File: src/rtl/auxtap_pkg.sv
package auxtap_pkg;

  localparam int AUX_MAX = 15;
  localparam int IDX_W = $clog2(AUX_MAX + 1);

  typedef enum logic [3:0] {
    TAP_EX2_DR   = 4'h0,
    TAP_EX1_DR   = 4'h1,
    TAP_SH_DR    = 4'h2,
    TAP_PAUSE_DR = 4'h3,
    TAP_SEL_IR   = 4'h4,
    TAP_UPD_DR   = 4'h5,
    TAP_CAP_DR   = 4'h6,
    TAP_SEL_DR   = 4'h7,
    TAP_EX2_IR   = 4'h8,
    TAP_EX1_IR   = 4'h9,
    TAP_SH_IR    = 4'hA,
    TAP_PAUSE_IR = 4'hB,
    TAP_RTI      = 4'hC,
    TAP_UPD_IR   = 4'hD,
    TAP_CAP_IR   = 4'hE,
    TAP_TLR      = 4'hF
  } tapState_e;

  // Strobes from control to routing, valid for one falling edge.
  typedef struct packed {
    logic             take;
    logic             drop;
    logic [IDX_W-1:0] idx;
  } handoff_t;

endpackage

File: src/rtl/auxtap_ctrl.sv
module auxtap_ctrl
  import auxtap_pkg::*;
#(
  parameter int N_AUX = 15,
  parameter int IR_W = 5,
  parameter int AUX_BASE = 16,
  parameter logic [N_AUX-1:0] AUX_PRESENT = '1
) (
  input  logic            tck,
  input  logic            trstN,
  input  logic [3:0]      primaryState,
  input  logic            irUpdate,
  input  logic [IR_W-1:0] irCode,
  input  logic            ownedQ,
  output handoff_t        hand
);

  localparam int LAST_CODE = AUX_BASE + N_AUX - 1;

  tapState_e         curState;
  logic              pauseSeen;
  logic              codeHit;
  logic [IDX_W-1:0]  hitIdx;
  logic              inRange;
  logic [IR_W-1:0]   offs;

  assign curState = tapState_e'(primaryState);
  assign inRange  = (int'(irCode) >= AUX_BASE) && (int'(irCode) <= LAST_CODE);
  assign offs     = irCode - IR_W'(AUX_BASE);

  // Decode an access code into a present auxiliary index.
  always_comb begin
    codeHit = 1'b0;
    hitIdx  = '0;
    for (int i = 0; i < N_AUX; i++) begin
      if (inRange && offs == IR_W'(i) && AUX_PRESENT[i]) begin
        codeHit = 1'b1;
        hitIdx  = IDX_W'(i);
      end
    end
  end

  always_comb begin
    hand.take = !ownedQ && irUpdate && (curState == TAP_UPD_IR) && codeHit;
    hand.idx  = hitIdx;
    hand.drop = ownedQ && ((curState == TAP_TLR) ||
                           (curState == TAP_UPD_DR && pauseSeen));
  end

  // Pause-DR tracking for the scan in progress.
  always_ff @(negedge tck or negedge trstN) begin
    if (!trstN) begin
      pauseSeen <= 1'b0;
    end else if (!ownedQ || hand.drop || curState == TAP_CAP_DR) begin
      pauseSeen <= 1'b0;
    end else if (curState == TAP_PAUSE_DR) begin
      pauseSeen <= 1'b1;
    end
  end

  // a take strobe must carry an index of an existing channel
  a_r2_take_index_valid: assert property (@(negedge tck) disable iff (!trstN)
    hand.take |-> (int'(hand.idx) < N_AUX) && AUX_PRESENT[hand.idx]);

endmodule

File: src/rtl/auxtap_route.sv
module auxtap_route
  import auxtap_pkg::*;
#(
  parameter int N_AUX = 15
) (
  input  logic             tck,
  input  logic             trstN,
  input  handoff_t         hand,
  input  logic [3:0]       primaryState,
  input  logic             irUpdate,
  input  logic             tms,
  input  logic             tdi,
  input  logic             primaryTdo,
  input  logic [N_AUX-1:0] auxTdo,
  output logic [N_AUX-1:0] auxTms,
  output logic [N_AUX-1:0] auxTdi,
  output logic             tdoPin,
  output logic             ownedQ
);

  logic [IDX_W-1:0] selQ;

  always_ff @(negedge tck or negedge trstN) begin
    if (!trstN) begin
      ownedQ <= 1'b0;
      selQ   <= '0;
    end else if (hand.drop) begin
      ownedQ <= 1'b0;
    end else if (hand.take) begin
      ownedQ <= 1'b1;
      selQ   <= hand.idx;
    end
  end

  for (genvar g = 0; g < N_AUX; g++) begin : gChan
    logic chanOn;
    assign chanOn    = ownedQ && (selQ == IDX_W'(g));
    assign auxTms[g] = chanOn & tms;
    assign auxTdi[g] = chanOn & tdi;
  end

  always_comb begin
    tdoPin = primaryTdo;
    for (int i = 0; i < N_AUX; i++) begin
      if (ownedQ && selQ == IDX_W'(i)) tdoPin = auxTdo[i];
    end
  end

  // never more than one auxiliary TMS active
  a_r4_single_tms: assert property (@(posedge tck) disable iff (!trstN)
    $onehot0(auxTms));

  // the port is only taken after an Update-IR with the strobe
  a_r2_take_after_upd_ir: assert property (@(negedge tck) disable iff (!trstN)
    $rose(ownedQ) |-> ($past(primaryState) == TAP_UPD_IR) && $past(irUpdate));

  // the port only returns in Update-DR or Test-Logic-Reset
  a_r6_drop_state: assert property (@(negedge tck) disable iff (!trstN)
    $fell(ownedQ) |-> ($past(primaryState) == TAP_UPD_DR) ||
                      ($past(primaryState) == TAP_TLR));

  // selection holds during a loan
  a_r8_sel_held: assert property (@(negedge tck) disable iff (!trstN)
    (ownedQ && $past(ownedQ)) |-> $stable(selQ));

endmodule

File: src/rtl/auxtap_share.sv
module auxtap_share
  import auxtap_pkg::*;
#(
  parameter int N_AUX = 15,
  parameter int IR_W = 5,
  parameter int AUX_BASE = 16,
  parameter logic [N_AUX-1:0] AUX_PRESENT = '1
) (
  input  logic             tck,
  input  logic             trstN,
  input  logic             tms,
  input  logic             tdi,
  output logic             tdoPin,
  input  logic             primaryTdo,
  input  logic [3:0]       primaryState,
  input  logic             irUpdate,
  input  logic [IR_W-1:0]  irCode,
  output logic [N_AUX-1:0] auxTms,
  output logic [N_AUX-1:0] auxTdi,
  input  logic [N_AUX-1:0] auxTdo,
  output logic             auxOwn
);

  handoff_t hand;
  logic     ownedQ;

  auxtap_ctrl #(
    .N_AUX(N_AUX), .IR_W(IR_W), .AUX_BASE(AUX_BASE), .AUX_PRESENT(AUX_PRESENT)
  ) uCtrl (
    .tck(tck), .trstN(trstN), .primaryState(primaryState),
    .irUpdate(irUpdate), .irCode(irCode), .ownedQ(ownedQ), .hand(hand)
  );

  auxtap_route #(.N_AUX(N_AUX)) uRoute (
    .tck(tck), .trstN(trstN), .hand(hand), .primaryState(primaryState),
    .irUpdate(irUpdate), .tms(tms), .tdi(tdi), .primaryTdo(primaryTdo),
    .auxTdo(auxTdo), .auxTms(auxTms), .auxTdi(auxTdi), .tdoPin(tdoPin),
    .ownedQ(ownedQ)
  );

  assign auxOwn = ownedQ;

endmodule

File: config.mk
export PLATFORM = sky130hd
export DESIGN_NAME = auxtap_share
export DESIGN_NICKNAME = d
export VERILOG_FILES = /design/src/rtl/auxtap_pkg.sv /design/src/rtl/auxtap_ctrl.sv /design/src/rtl/auxtap_route.sv /design/src/rtl/auxtap_share.sv
export SDC_FILE = /design/constraint.sdc
export NUM_CORES = 1
export LEC_CHECK = 0
export ABC_AREA = 1
export BUFFER_PORTS_ARGS = -buffer_cell sky130_fd_sc_hd__buf_2
export CORE_UTILIZATION = 41
export DETAILED_ROUTE_END_ITERATION = 12
export GPL_ROUTABILITY_DRIVEN = 0
export PLACE_DENSITY = 0.82
export SYNTH_ARGS = -nofsm -noshare
export SYNTH_HDL_FRONTEND = slang
export SYNTH_HIERARCHICAL = 1
export SYNTH_SLANG_ARGS = --single-unit
File: constraint.sdc
create_clock -name tck -period 2.4 [get_ports tck]
set_clock_uncertainty 0.1 [all_clocks]
set_input_delay 0.36 -clock tck [delete_from_list [all_inputs] [get_ports tck]]
set_output_delay 0.36 -clock tck [all_outputs]
set_load 0.05 [all_outputs]
==> metrics.md, run 1 <==
| Metric | Value |
|---|---|
| Clock tree buffer depth | `2` |
| Error that halted the flow | `[ERROR DPL-0038] Utilization greater than 100%, impossible to legalize` |
| Buffers on Ports | `61` |
| Detailed Place HPWL | `2760 um` |
| Initial core utilization | `45.2%` |
| Number of unique standard cell types used by synthesis | `23` |
| Clock sinks | `6` |
| Xor and xnor fraction of the mapped netlist area | `0%` |
| Total I/O pin count | `62` |
| Main combinational cell family by area after synthesis | `simple AND/OR/NAND/NOR gates` |
| Number of standard cells after synthesis | `186` |
| Placed Area | `1710 um^2` |
| Htree depth | `1` |
| Netlist Area Pre-Place | `913 um^2` |
| DIE HEIGHT | `49.2 um` |
| Cts-stage hold buffer count | `0` |
| Multiplexer area fraction after synthesis | `0%` |
| Last stage reached | `clock tree synthesis (4_1_cts)` |
| Adder-cell share of the synthesized area | `0%` |
| Result of the run | `did not finish` |
| Post-synth net total | `216` |
| Compound-gate portion of the synthesized area | `9.32%` |
| Share of the yosys chip area belonging to registers | `16.4%` |
| Die width | `49.2 um` |
| Synthesized area per cell | `4.91 um^2` |
| Number of buffers created by CTS | `3` |
| Flop and latch count out of synthesis | `6` |
| Post-synthesis simple-gate area fraction | `55.6%` |
| Buffer type at the clock tree root | `clkbuf_4` |
| Post-CTS sizing | `107` |
| Cells after DPL | `313` |
| Floorplan row count | `16` |
| Post-CTS Setup Repair Bufs | `3` |
| Count of warnings emitted by yosys | `6` |
## synth_stat cells
| cell | number | share of area (%) |
|---|---|---|
| nand2_1 | 34 | 14 |
| nor2_2 | 1 | 0.69 |
| clkbuf_2 | 1 | 0.55 |
| inv_2 | 4 | 1.6 |
| and2_1 | 1 | 0.69 |
| nor2_1 | 59 | 24 |
| inv_1 | 37 | 15 |
| nor3_4 | 1 | 1.8 |
| o21ai_2 | 1 | 0.96 |
| nand3_1 | 13 | 7.1 |
| o21ai_0 | 4 | 2.2 |
| o31ai_1 | 1 | 0.82 |
| or2_2 | 2 | 1.4 |
| buf_1 | 2 | 0.82 |
| nor3_1 | 3 | 1.6 |
| clkbuf_1 | 1 | 0.41 |
| o211ai_1 | 1 | 0.82 |
| or2_0 | 1 | 0.69 |
| nand2_2 | 2 | 1.4 |
| dfrtn_1 | 6 | 16 |
| a21oi_1 | 7 | 3.8 |
| a31oi_1 | 1 | 0.69 |
| nand4_1 | 3 | 2.1 |
## kinds of logic after synthesis
logic type / after synthesis
AND/OR/NAND/NOR: 120
buffers and inverters: 45
flip-flops: 6
AO/OA/AOI/OAI: 15
## stage by stage
stage / TNS, ns / utilization, % / worst slack, ns
2_1_floorplan: -30.80 / - / -1.46
3_3_place_gp: -23.03 / 84.8 / -1.25
3_5_place_dp: -24.01 / 84.8 / -1.31
==> inputs of run 2 (changes only) <==
--- a/config.mk
+++ b/config.mk
@@ -7,10 +7,11 @@
 export LEC_CHECK = 0
 export ABC_AREA = 1
 export BUFFER_PORTS_ARGS = -buffer_cell sky130_fd_sc_hd__buf_2
-export CORE_UTILIZATION = 41
+export CORE_AREA = 2 2 63 65
 export DETAILED_ROUTE_END_ITERATION = 12
+export DIE_AREA = 0 0 65 67
 export GPL_ROUTABILITY_DRIVEN = 0
-export PLACE_DENSITY = 0.82
+export PLACE_DENSITY_LB_ADDON = 0.15
 export SYNTH_ARGS = -nofsm -noshare
 export SYNTH_HDL_FRONTEND = slang
 export SYNTH_HIERARCHICAL = 1
==> metrics.md, run 2 <==
| Metric | Value |
|---|---|
| DIE HEIGHT | `67 um` |
| Number of cells on the critical path | `21` |
| Buffers on Ports | `61` |
| Clock tree buffer depth | `2` |
| Htree depth | `1` |
| CP bufs+invs | `2` |
| Max-cap violations | `0` |
| Commonest non-fill, non-tap cells in the layout | `buf_6 (48), nor2_4 (40), buf_4 (32), nand2_1 (25), inv_1 (24)` |
| Registers with the highest flip-flop counts | `uRoute/selQ x4, uCtrl/pauseSeen x1, uRoute/ownedQ x1` |
| Most frequent standard cell in the layout excluding fill and tap cells | `buf_6` |
| Clock sinks | `6` |
| Failing checks | `setup timing` |
| Worst setup path endpoint | `tdoPin` |
| Launching point of the worst reg2reg path | `uRoute/ownedQ$_DFFE_NN0P_` |
| Number of synthesized flops with an enable pin | `0` |
| CTS tree | `yes` |
| Cts-stage hold buffer count | `0` |
| Total I/O pin count | `62` |
| Cell with the most instances after synthesis | `nor2_1` |
| Post-synth net total | `216` |
| Initial core utilization | `25.3%` |
| Buffer type at the clock tree root | `clkbuf_8` |
| Global router's overall resource usage | `17.8%` |
| Ant diodes | `0` |
| Category of the worst setup path launch point | `flop` |
| Worst-Margin Slew | `0.435 ns` |
| Result of the run | `complete, but fails checks` |
| Drt first pass iters | `4` |
| Via count | `1,505` |
| Antenna violation net count after detailed routing | `0` |
| Number of buffers created by CTS | `3` |
| Cell type of the slowest stage on the worst timing path | `dfrtn_1` |
| Power density cells | `519 nW/um^2` |
| Antenna violations before repair | `0` |
| Most common library cells after synthesis | `nor2_1 (59), inv_1 (37), nand2_1 (34), nand3_1 (13), a21oi_1 (7)` |
| Number of design-rule violations left by the first detailed-router iteration | `34` |
| Most frequently used flop master after synthesis | `dfrtn_1` |
| Path category of the worst min-delay check | `flop to flop` |
| Wirelength, routed | `3940 um` |
| Clock slew at reported path FFs | `0.03 ns` |
| Count of final max-slew check failures | `0` |
| Source-to-sink clock delay at the later pin of the worst-skew pair | `0.24 ns` |
| P&R area growth vs syn | `176%` |
| Arrival time of the worst setup path | `3.49 ns` |
| RSZ-0062 raised after global routing | `true` |
| Endpoints failing hold | `0` |
| Final worst slack | `-1.55 ns` |
| Flop and latch count out of synthesis | `6` |
| Core outline area | `3610 um^2` |
| Largest fanout on the critical path | `4` |
| Drt drc | `0` |
| Type of the worst setup path | `flop to output port` |
| Register with the highest flop count | `uRoute/selQ` |
| Slowest stage delay, CP | `0.41 ns` |
| CP delay by family, top | `simple AND/OR/NAND/NOR gates` |
| Worst setup slack after placement | `-1.26 ns` |
| Vias/cell | `4.34` |
| Kind of capture point of the worst setup path | `output port` |
| Number of unique standard cell types used by synthesis | `23` |
| Number of standard cells after synthesis | `186` |
| Count of warnings emitted by yosys | `6` |
| Fraction of synthesized cell area taken by the top area cell type | `24.2%` |
| Capturing point of the worst reg2reg path | `uRoute/selQ[2]$_DFFE_NN0P_` |
| Worst path cell trace | `inv_2 -> nor3_4 -> nand2_2 -> or2_0 -> nand3_1 -> nand2_1 -> nand2_1 -> nand2_1 -> nand2_1 -> nand2_1 -> nand2_1 -> nand2_1 -> nand2_1 -> nand2_1 -> nand2_1 -> nand2_1 -> nand2_1 -> nand2_1 -> nand2_2 -> nand2_4 -> buf_6` |
| Maximum number of pins on one net before global-route repair | `16` |
| Most used cell, CP | `nand2_1` |
| Share of the yosys chip area belonging to registers | `16.4%` |
| Total power draw | `0.00131 W` |
| Worst slew slack as a fraction of its limit | `71.0%` |
| Worst R2R Setup Slack | `0.72 ns` |
| Biggest area contributors in the synthesized netlist | `nor2_1 (24%), dfrtn_1 (16%), inv_1 (15%)` |
| Via count of the first global-routing pass | `1,478` |
| Die width | `65 um` |
| Synthesized area per cell | `4.91 um^2` |
| Cells after DPL | `330` |
| Final std cells w/o fill | `347` |
| Layout Nets | `331` |
| Setup violators final | `36` |
| Library cell with the largest summed area after synthesis | `nor2_1` |
| Detailed Place HPWL | `2530 um` |
| Startpoint of the most critical setup path | `uRoute/ownedQ$_DFFE_NN0P_` |
| Worst-case reg-to-reg path depth | `9` |
| Mean routed wirelength per cell | `11.4 um` |
| Global-route wire length before repair | `6130 um` |
| Aggregate global routing overflow | `0` |
| Total die area | `4360 um^2` |
| Netlist Area Pre-Place | `913 um^2` |
| Max reg flops | `4` |
| Async set or reset register ratio after synthesis | `100%` |
| Floorplan row count | `22` |
| Share of layout cells above drive strength 1 | `69.6%` |
| Reported leakage power | `1.19 nW` |
| Worst EP required | `1.94 ns` |
| Fill cell instance count of the final layout | `282` |
| Peak supply drop | `303 uV` |
run 2: cell counts after synthesis:
Identical to the previous run, type by type.
run 2: repair_timing:
action                                  4_1_cts  5_1_grt
buffers inserted                             16        4
endpoints found under the setup margin       36       36
pin swaps                                    14       22
gates resized for setup                     145       52
run 2: layout make-up:
type	count	area (um^2)	share of cell area [%]
timing repair buffer	114	1060	42.1
multi-input combinational	135	1040	41.3
inverter	41	166	6.60
sequential	6	150	5.96
tap	48	60.1	2.38
clock buffer	3	41.3	1.64
run 2: where the power goes:
part	switching, W	internal (W)	total (W)
clock	0.0000363	0.000107	0.000143
combinational	0.000550	0.000435	0.000984
sequential	0.0000461	0.000134	0.000181
run 2: tightest hold or removal path, stage by stage (launching register included):
cell	delay (ns)
dfrtn_1	0.34
nand3_2	0.08
o21ai_2	0.06
nor2_1	0.11
run 2: logic make-up after synthesis:
kind of cell | Yosys count | share of synthesized area (%)
AND/OR/NAND/NOR | 120 | 55.6
flip-flops | 6 | 16.4
AO/OA/AOI/OAI | 15 | 9.32
buffers and inverters | 45 | 18.6
run 2: per-layer routing:
| layer | vias to the layer above | routed length (um) | global-route usage (%) |
|---|---|---|---|
| met1 | 682 | 1390 | 18.1 |
| met4 | 0 | 29 | 5.32 |
| met2 | 34 | 2370 | 36.9 |
| li1 | 787 | - | - |
| met3 | 2 | 148 | 2.36 |
| met5 | - | 0 | 0 |
run 2: through the flow:
step	util (%)	instance area (um^2)	setup TNS, ns	hold slack [ns]
floorplan	-	1090	-30.80	0.376
global placement	47.4	1710	-23.91	0.433
detailed placement	47.4	1710	-23.68	0.428
CTS	64.5	2330	-28.91	0.429
global route	69.9	2520	-32.54	0.484
finish	69.9	2520	-29.26	0.431
run 2: how the worst min path moves through the flow:
stage	from	endpoint	cells past startpoint
finish	uCtrl/pauseSeen$_DFFE_NN0P_	uCtrl/pauseSeen$_DFFE_NN0P_	3
global route	uCtrl/pauseSeen$_DFFE_NN0P_	uCtrl/pauseSeen$_DFFE_NN0P_	3
CTS	uCtrl/pauseSeen$_DFFE_NN0P_	uCtrl/pauseSeen$_DFFE_NN0P_	3
detailed placement	uCtrl/pauseSeen$_DFFE_NN0P_	uCtrl/pauseSeen$_DFFE_NN0P_	3
global placement	uCtrl/pauseSeen$_DFFE_NN0P_	uCtrl/pauseSeen$_DFFE_NN0P_	3
floorplan	uCtrl/pauseSeen$_DFFE_NN0P_	uCtrl/pauseSeen$_DFFE_NN0P_	3
(Power assumes the default switching activity.)
==> inputs of run 3 (changes only) <==
--- a/config.mk
+++ b/config.mk
@@ -12,6 +12,7 @@
 export DIE_AREA = 0 0 65 67
 export GPL_ROUTABILITY_DRIVEN = 0
 export PLACE_DENSITY_LB_ADDON = 0.15
+export SKIP_LAST_GASP = 1
 export SYNTH_ARGS = -nofsm -noshare
 export SYNTH_HDL_FRONTEND = slang
 export SYNTH_HIERARCHICAL = 1
==> constraint.sdc (replaced) <==
create_clock -name tck -period 2.4 [get_ports tck]
set_clock_uncertainty 0.1 [all_clocks]
set_input_delay 0.12 -clock tck [delete_from_list [all_inputs] [get_ports tck]]
set_output_delay 0.12 -clock tck [all_outputs]
set_load 0.05 [all_outputs]
==> metrics.md, run 3 (same netlist as run 2, synthesis figures left out) <==
| Metric | Value |
|---|---|
| Global-route wire length before repair | `6450 um` |
| Wirelength, routed | `4330 um` |
| Worst path cell trace | `inv_2 -> nor2_4 -> nand2_2 -> or2_0 -> nand3_1 -> nand2_1 -> nand2_1 -> nand2_1 -> nand2_1 -> nand2_1 -> nand2_1 -> nand2_1 -> nand2_1 -> nand2_1 -> nand2_1 -> nand2_1 -> nand2_1 -> nand2_1 -> nand2_2 -> nand2_4 -> buf_6` |
| Largest fanout on the critical path | `4` |
| Max-cap violations | `0` |
| Registers with the highest flip-flop counts | `uRoute/selQ x4, uCtrl/pauseSeen x1, uRoute/ownedQ x1` |
| Share of layout cells above drive strength 1 | `67.3%` |
| Antenna violations before repair | `0` |
| Core utilization of the finished layout | `70.7%` |
| Vias/cell | `4.43` |
| Layout Nets | `341` |
| Max reg flops | `4` |
| Count of final max-slew check failures | `0` |
| Cts-stage hold buffer count | `0` |
| Source-to-sink clock delay at the later pin of the worst-skew pair | `0.24 ns` |
| DIE HEIGHT | `67 um` |
| Final worst slack | `-1.34 ns` |
| Path category of the worst min-delay check | `flop to flop` |
| Number of buffers created by CTS | `3` |
| Clock tree buffer depth | `2` |
| Antenna violation net count after detailed routing | `0` |
| Floorplan row count | `22` |
| Kind of capture point of the worst setup path | `output port` |
| Total power draw | `0.00145 W` |
| Final Instance Area | `2550 um^2` |
| Category of the worst setup path launch point | `flop` |
| Clock sinks | `6` |
| Endpoints failing hold | `0` |
| Worst-Margin Slew | `0.440 ns` |
| Most frequent standard cell in the layout excluding fill and tap cells | `nor2_4` |
| Buffers on Ports | `61` |
| Aggregate global routing overflow | `0` |
| Ant diodes | `0` |
| RSZ-0062 raised after global routing | `true` |
| Htree depth | `1` |
| Maximum number of pins on one net before global-route repair | `16` |
| Placed Area | `1730 um^2` |
| Failing checks | `setup timing` |
| Total I/O pin count | `62` |
| Drt drc | `0` |
| Drt first pass iters | `4` |
| Mean routed wirelength per cell | `12.1 um` |
| Cell type of the slowest stage on the worst timing path | `dfrtn_1` |
| Peak supply drop | `297 uV` |
| Via count | `1,582` |
| Buffer type at the clock tree root | `clkbuf_8` |
| Result of the run | `complete, but fails checks` |
| Slowest stage delay, CP | `0.55 ns` |
| Total die area | `4360 um^2` |
| Initial core utilization | `25.3%` |
| Core outline area | `3610 um^2` |
| Clock slew at reported path FFs | `0.03 ns` |
| Most used cell, CP | `nand2_1` |
| Register with the highest flop count | `uRoute/selQ` |
| Type of the worst setup path | `flop to output port` |
| Worst EP required | `2.18 ns` |
| Die width | `65 um` |
| Power density cells | `569 nW/um^2` |
| Worst slew slack as a fraction of its limit | `70.7%` |
| Setup violators final | `32` |
| Global router's overall resource usage | `18.9%` |
| CP bufs+invs | `2` |
| Reported leakage power | `1.20 nW` |
| Detailed Place HPWL | `2560 um` |
| CP delay by family, top | `simple AND/OR/NAND/NOR gates` |
| Via count of the first global-routing pass | `1,543` |
| Arrival time of the worst setup path | `3.52 ns` |
| CTS tree | `yes` |
| P&R area growth vs syn | `179%` |
| Number of design-rule violations left by the first detailed-router iteration | `47` |
| Commonest non-fill, non-tap cells in the layout | `nor2_4 (43), buf_6 (42), buf_4 (36), buf_2 (29), nand2_1 (27)` |
[run 3: through the flow]
| step | setup TNS, ns | hold slack (ns) | std cells | setup slack, ns |
|---|---|---|---|---|
| floorplan | -22.40 | 0.346 | 186 | -1.22 |
| global placement | -15.67 | 0.431 | 332 | -1.12 |
| detailed placement | -15.56 | 0.422 | 332 | -1.05 |
| CTS | -22.59 | 0.422 | 355 | -1.26 |
| global route | -25.85 | 0.479 | 357 | -1.55 |
| finish | -22.93 | 0.414 | 357 | -1.34 |
[run 3: area by class of cell]
cell class	instances	area (um^2)
Timing Repair Buffer	124	1140
Fill cell	288	1060
Multi-Input combinational cell	135	986
Inverter	41	169
Sequential cell	6	150
Tap cell	48	60.1
Clock buffer	3	41.3
[run 3: worst register-to-register path: cells and delay by family, from the launching register on]
kind                   cells  cell delay, ns
flip-flops                 1            0.34
AND/OR/NAND/NOR            4            0.57
AO/OA/AOI/OAI              1            0.04
buffers and inverters      5            0.51
[run 3: final timing paths]
kind	slack, ns	to	from	depth (start not counted)
max in group asynchronous	1.35	uRoute/selQ[2]$_DFFE_NN0P_	trstN	1
worst max register to register	0.69	uRoute/selQ[0]$_DFFE_NN0P_	uRoute/ownedQ$_DFFE_NN0P_	10
worst max-delay path	-1.34	tdoPin	uRoute/selQ[1]$_DFFE_NN0P_	21
worst min-delay path	0.41	uCtrl/pauseSeen$_DFFE_NN0P_	uCtrl/pauseSeen$_DFFE_NN0P_	3
worst min register to register	0.41	uCtrl/pauseSeen$_DFFE_NN0P_	uCtrl/pauseSeen$_DFFE_NN0P_	3
min in group asynchronous	0.68	uRoute/selQ[3]$_DFFE_NN0P_	trstN	1
[run 3: what timing repair did]
| action | 4_1_cts | 5_1_grt |
|---|---|---|
| pin swaps | 24 | 26 |
| endpoints found under the setup margin | 32 | 32 |
| gates resized for setup | 139 | 51 |
| buffers inserted | 25 | 11 |
[run 3: metal layers]
layer | GRT usage (%) | part of all wire [%] | vias up | wire, um
met1 | 19.7 | 39 | 711 | 1690
met4 | 8.78 | 2.2 | 0 | 95
li1 | - | - | 811 | -
met5 | 0 | 0 | - | 0
met3 | 2.70 | 3.8 | 13 | 165
met2 | 36.7 | 55 | 47 | 2380
[run 3: power by group]
part / leakage (nW) / internal, W / switching, W
clock network: 0.0216 / 0.000107 / 0.0000386
registers: 0.0667 / 0.000134 / 0.0000441
logic: 1.12 / 0.000523 / 0.000603
==> inputs of run 4 (changes only) <==
--- a/config.mk
+++ b/config.mk
@@ -15,5 +15,4 @@
 export SKIP_LAST_GASP = 1
 export SYNTH_ARGS = -nofsm -noshare
 export SYNTH_HDL_FRONTEND = slang
-export SYNTH_HIERARCHICAL = 1
 export SYNTH_SLANG_ARGS = --single-unit
==> metrics.md, run 4 <==
| Metric | Value |
|---|---|
| Result of the run | `complete, but fails checks` |
| Failing checks | `setup timing` |
| Wirelength, routed | `3890 um` |
| Drt first pass iters | `6` |
| Mean routed wirelength per cell | `11.3 um` |
| Clock slew at reported path FFs | `0.03 ns` |
| Drt drc | `0` |
| Path category of the worst min-delay check | `flop to flop` |
| Worst setup slack after placement | `-1.15 ns` |
| Total I/O pin count | `62` |
| Share of power burned in registers | `15.9%` |
| RSZ-0062 raised after global routing | `true` |
| Die width | `65 um` |
| Setup violators final | `32` |
| Internal power of the cells | `0.000578 W` |
| Flop and latch count out of synthesis | `6` |
| Most frequent standard cell in the layout excluding fill and tap cells | `buf_4` |
| Worst slew slack as a fraction of its limit | `72.1%` |
| Peak supply drop | `342 uV` |
| Arrival time of the worst setup path | `3.52 ns` |
| Register with the highest flop count | `uRoute.selQ` |
| Largest fanout on the critical path | `4` |
| Library cell with the largest summed area after synthesis | `nor2_1` |
| Fill cell instance count of the final layout | `292` |
| CTS tree | `yes` |
| Htree depth | `1` |
| Cell with the most instances after synthesis | `nor2_1` |
| Netlist Area Pre-Place | `878 um^2` |
| Placed Area | `1700 um^2` |
| Reported leakage power | `1.15 nW` |
| Clock share of power | `15.4%` |
| Most frequently used flop master after synthesis | `dfrtn_1` |
| Worst Hold Path Cells | `2` |
| DIE HEIGHT | `67 um` |
| Max-cap violations | `0` |
| Detailed Place HPWL | `2510 um` |
| Initial core utilization | `24.4%` |
| Maximum number of pins on one net before global-route repair | `16` |
| Antenna violation net count after detailed routing | `0` |
| Final worst slack | `-1.34 ns` |
| Buffers on Ports | `61` |
| Core outline area | `3610 um^2` |
| Clock sinks | `6` |
| Share of layout cells above drive strength 1 | `72.0%` |
| Most common library cells after synthesis | `nor2_1 (49), nand2_1 (36), inv_1 (24), inv_2 (8), nand3_1 (8)` |
| P&R area growth vs syn | `178%` |
| Final std cells w/o fill | `344` |
| Vias/cell | `4.36` |
| Count of warnings emitted by yosys | `0` |
| Cts-stage hold buffer count | `0` |
| Kind of capture point of the worst setup path | `output port` |
| Post-synth net total | `195` |
| Source-to-sink clock delay at the later pin of the worst-skew pair | `0.24 ns` |
| Multi-input gate area in the final layout | `872 um^2` |
| Total die area | `4360 um^2` |
| Global-route wire length before repair | `6110 um` |
| Commonest non-fill, non-tap cells in the layout | `buf_4 (48), buf_6 (43), nor2_4 (36), buf_2 (29), nand2_1 (28)` |
| Registers with the highest flip-flop counts | `uRoute.selQ x4, uCtrl.pauseSeen x1, uRoute.ownedQ x1` |
| Share of the yosys chip area belonging to registers | `17.1%` |
| Via count of the first global-routing pass | `1,507` |
| Max layer used | `met4` |
| Cells after DPL | `314` |
| Aggregate global routing overflow | `0` |
| Number of standard cells after synthesis | `165` |
| Clock tree buffer depth | `2` |
| Async set or reset register ratio after synthesis | `100%` |
| Number of unique standard cell types used by synthesis | `25` |
| Count of final max-slew check failures | `0` |
| Buffer type at the clock tree root | `clkbuf_8` |
| Ant diodes | `0` |
| Via count | `1,500` |
| Net Sw Frac | `41.2%` |
| Final Instance Area | `2440 um^2` |
| Power density cells | `402 nW/um^2` |
| Setup_tns | `-21.88 ns` |
| Layout Nets | `328` |
| Worst-case reg-to-reg path depth | `15` |
| Number of buffers created by CTS | `3` |
| Endpoints failing hold | `0` |
| Routed met1 length | `1550 um` |
| Fraction of synthesized cell area taken by the top area cell type | `20.9%` |
| Biggest area contributors in the synthesized netlist | `nor2_1 (21%), dfrtn_1 (17%), nand2_1 (15%)` |
| Synthesized area per cell | `5.32 um^2` |
| Worst EP required | `2.18 ns` |
| Register cell area after layout | `150 um^2` |
| Number of synthesized flops with an enable pin | `0` |
| Antenna violations before repair | `0` |
| Number of design-rule violations left by the first detailed-router iteration | `59` |
| Floorplan row count | `22` |
| Category of the worst setup path launch point | `flop` |
| Met2 wire len | `2170 um` |
| Fraction of power consumed by combinational cells | `68.7%` |
| Type of the worst setup path | `flop to output port` |
| Global router's overall resource usage | `17.6%` |
| Met3 wire len | `134 um` |
| Worst-Margin Slew | `0.419 ns` |
| Max reg flops | `4` |
| Switch Pwr | `0.000404 W` |
-- run 4: worst max-delay path, cell delays in order (launching register included) --
cell and delay (ns):
dfrtn_1 0.47, inv_4 0.06, nor3_4 0.21, nand2_2 0.09, or2_0 0.20, nand3_1 0.09, nand2_1 0.05, nand2_1 0.05
nand2_1 0.05, nand2_1 0.05, nand2_1 0.04, nand2_1 0.05, nand2_1 0.04, nand2_1 0.05, nand3_1 0.06, nand2_1 0.06
nand2_1 0.04, nand2_1 0.06, nand2_1 0.07, nand2_2 0.09, nand2_4 0.05, buf_8 0.14
-- run 4: area by class of cell --
class | count | area share (%)
Clock buffer | 3 | 1.69
Sequential cell | 6 | 6.14
Inverter | 36 | 6.81
Tap cell | 48 | 2.46
Timing Repair Buffer | 131 | 47.2
Multi-Input combinational cell | 120 | 35.7
-- run 4: final timing paths --
kind	from	to	slack [ns]
setup / recovery	uRoute.ownedQ$_DFFE_NN0P_	tdoPin	-1.34
hold / removal	uCtrl.pauseSeen$_DFFE_NN0P_	uCtrl.pauseSeen$_DFFE_NN0P_	0.39
setup reg to reg	uRoute.selQ[2]$_DFFE_NN0P_	uRoute.selQ[2]$_DFFE_NN0P_	0.15
hold reg to reg	uCtrl.pauseSeen$_DFFE_NN0P_	uCtrl.pauseSeen$_DFFE_NN0P_	0.39
max in group asynchronous	trstN	uRoute.selQ[2]$_DFFE_NN0P_	1.33
min in group asynchronous	trstN	uCtrl.pauseSeen$_DFFE_NN0P_	0.69
-- run 4: routing by layer --
layer	vias to the layer above	global-route usage [%]
met5	-	0
met4	0	5.59
met3	4	1.18
met2	35	34.5
met1	693	20.0
li1	768	-
-- run 4: logic make-up after synthesis --
logic type	Yosys count	synth area share, %
buffers and inverters	39	20.9
AO/OA/AOI/OAI	15	10.8
AND/OR/NAND/NOR	105	51.1
flip-flops	6	17.1
-- run 4: per-stage QoR --
stage | hold WS (ns) | util, % | power [W]
6_report | 0.392 | 67.8 | 0.000982
5_1_grt | 0.448 | 67.8 | 0.00105
4_1_cts | 0.393 | 63.3 | 0.000910
3_5_place_dp | 0.393 | 47.3 | 0.000537
3_3_place_gp | 0.383 | 47.3 | 0.000536
2_1_floorplan | 0.342 | - | 0.000363
-- run 4: what timing repair did --
action,CTS,global route
resized for setup,98,55
endpoints found under the hold margin,0,0
pin swaps,6,21
setup endpoints to repair,32,36
setup buffers,31,14
-- run 4: power by group through the flow --
stage	Clock, W	Sequential, W	Combinational (W)
global placement	0	0.000149	0.000387
finish	0.000151	0.000156	0.000675
detailed placement	0	0.000150	0.000387
global route	0.000161	0.000159	0.000733
floorplan	0	0.000154	0.000209
CTS	0.000153	0.000151	0.000606
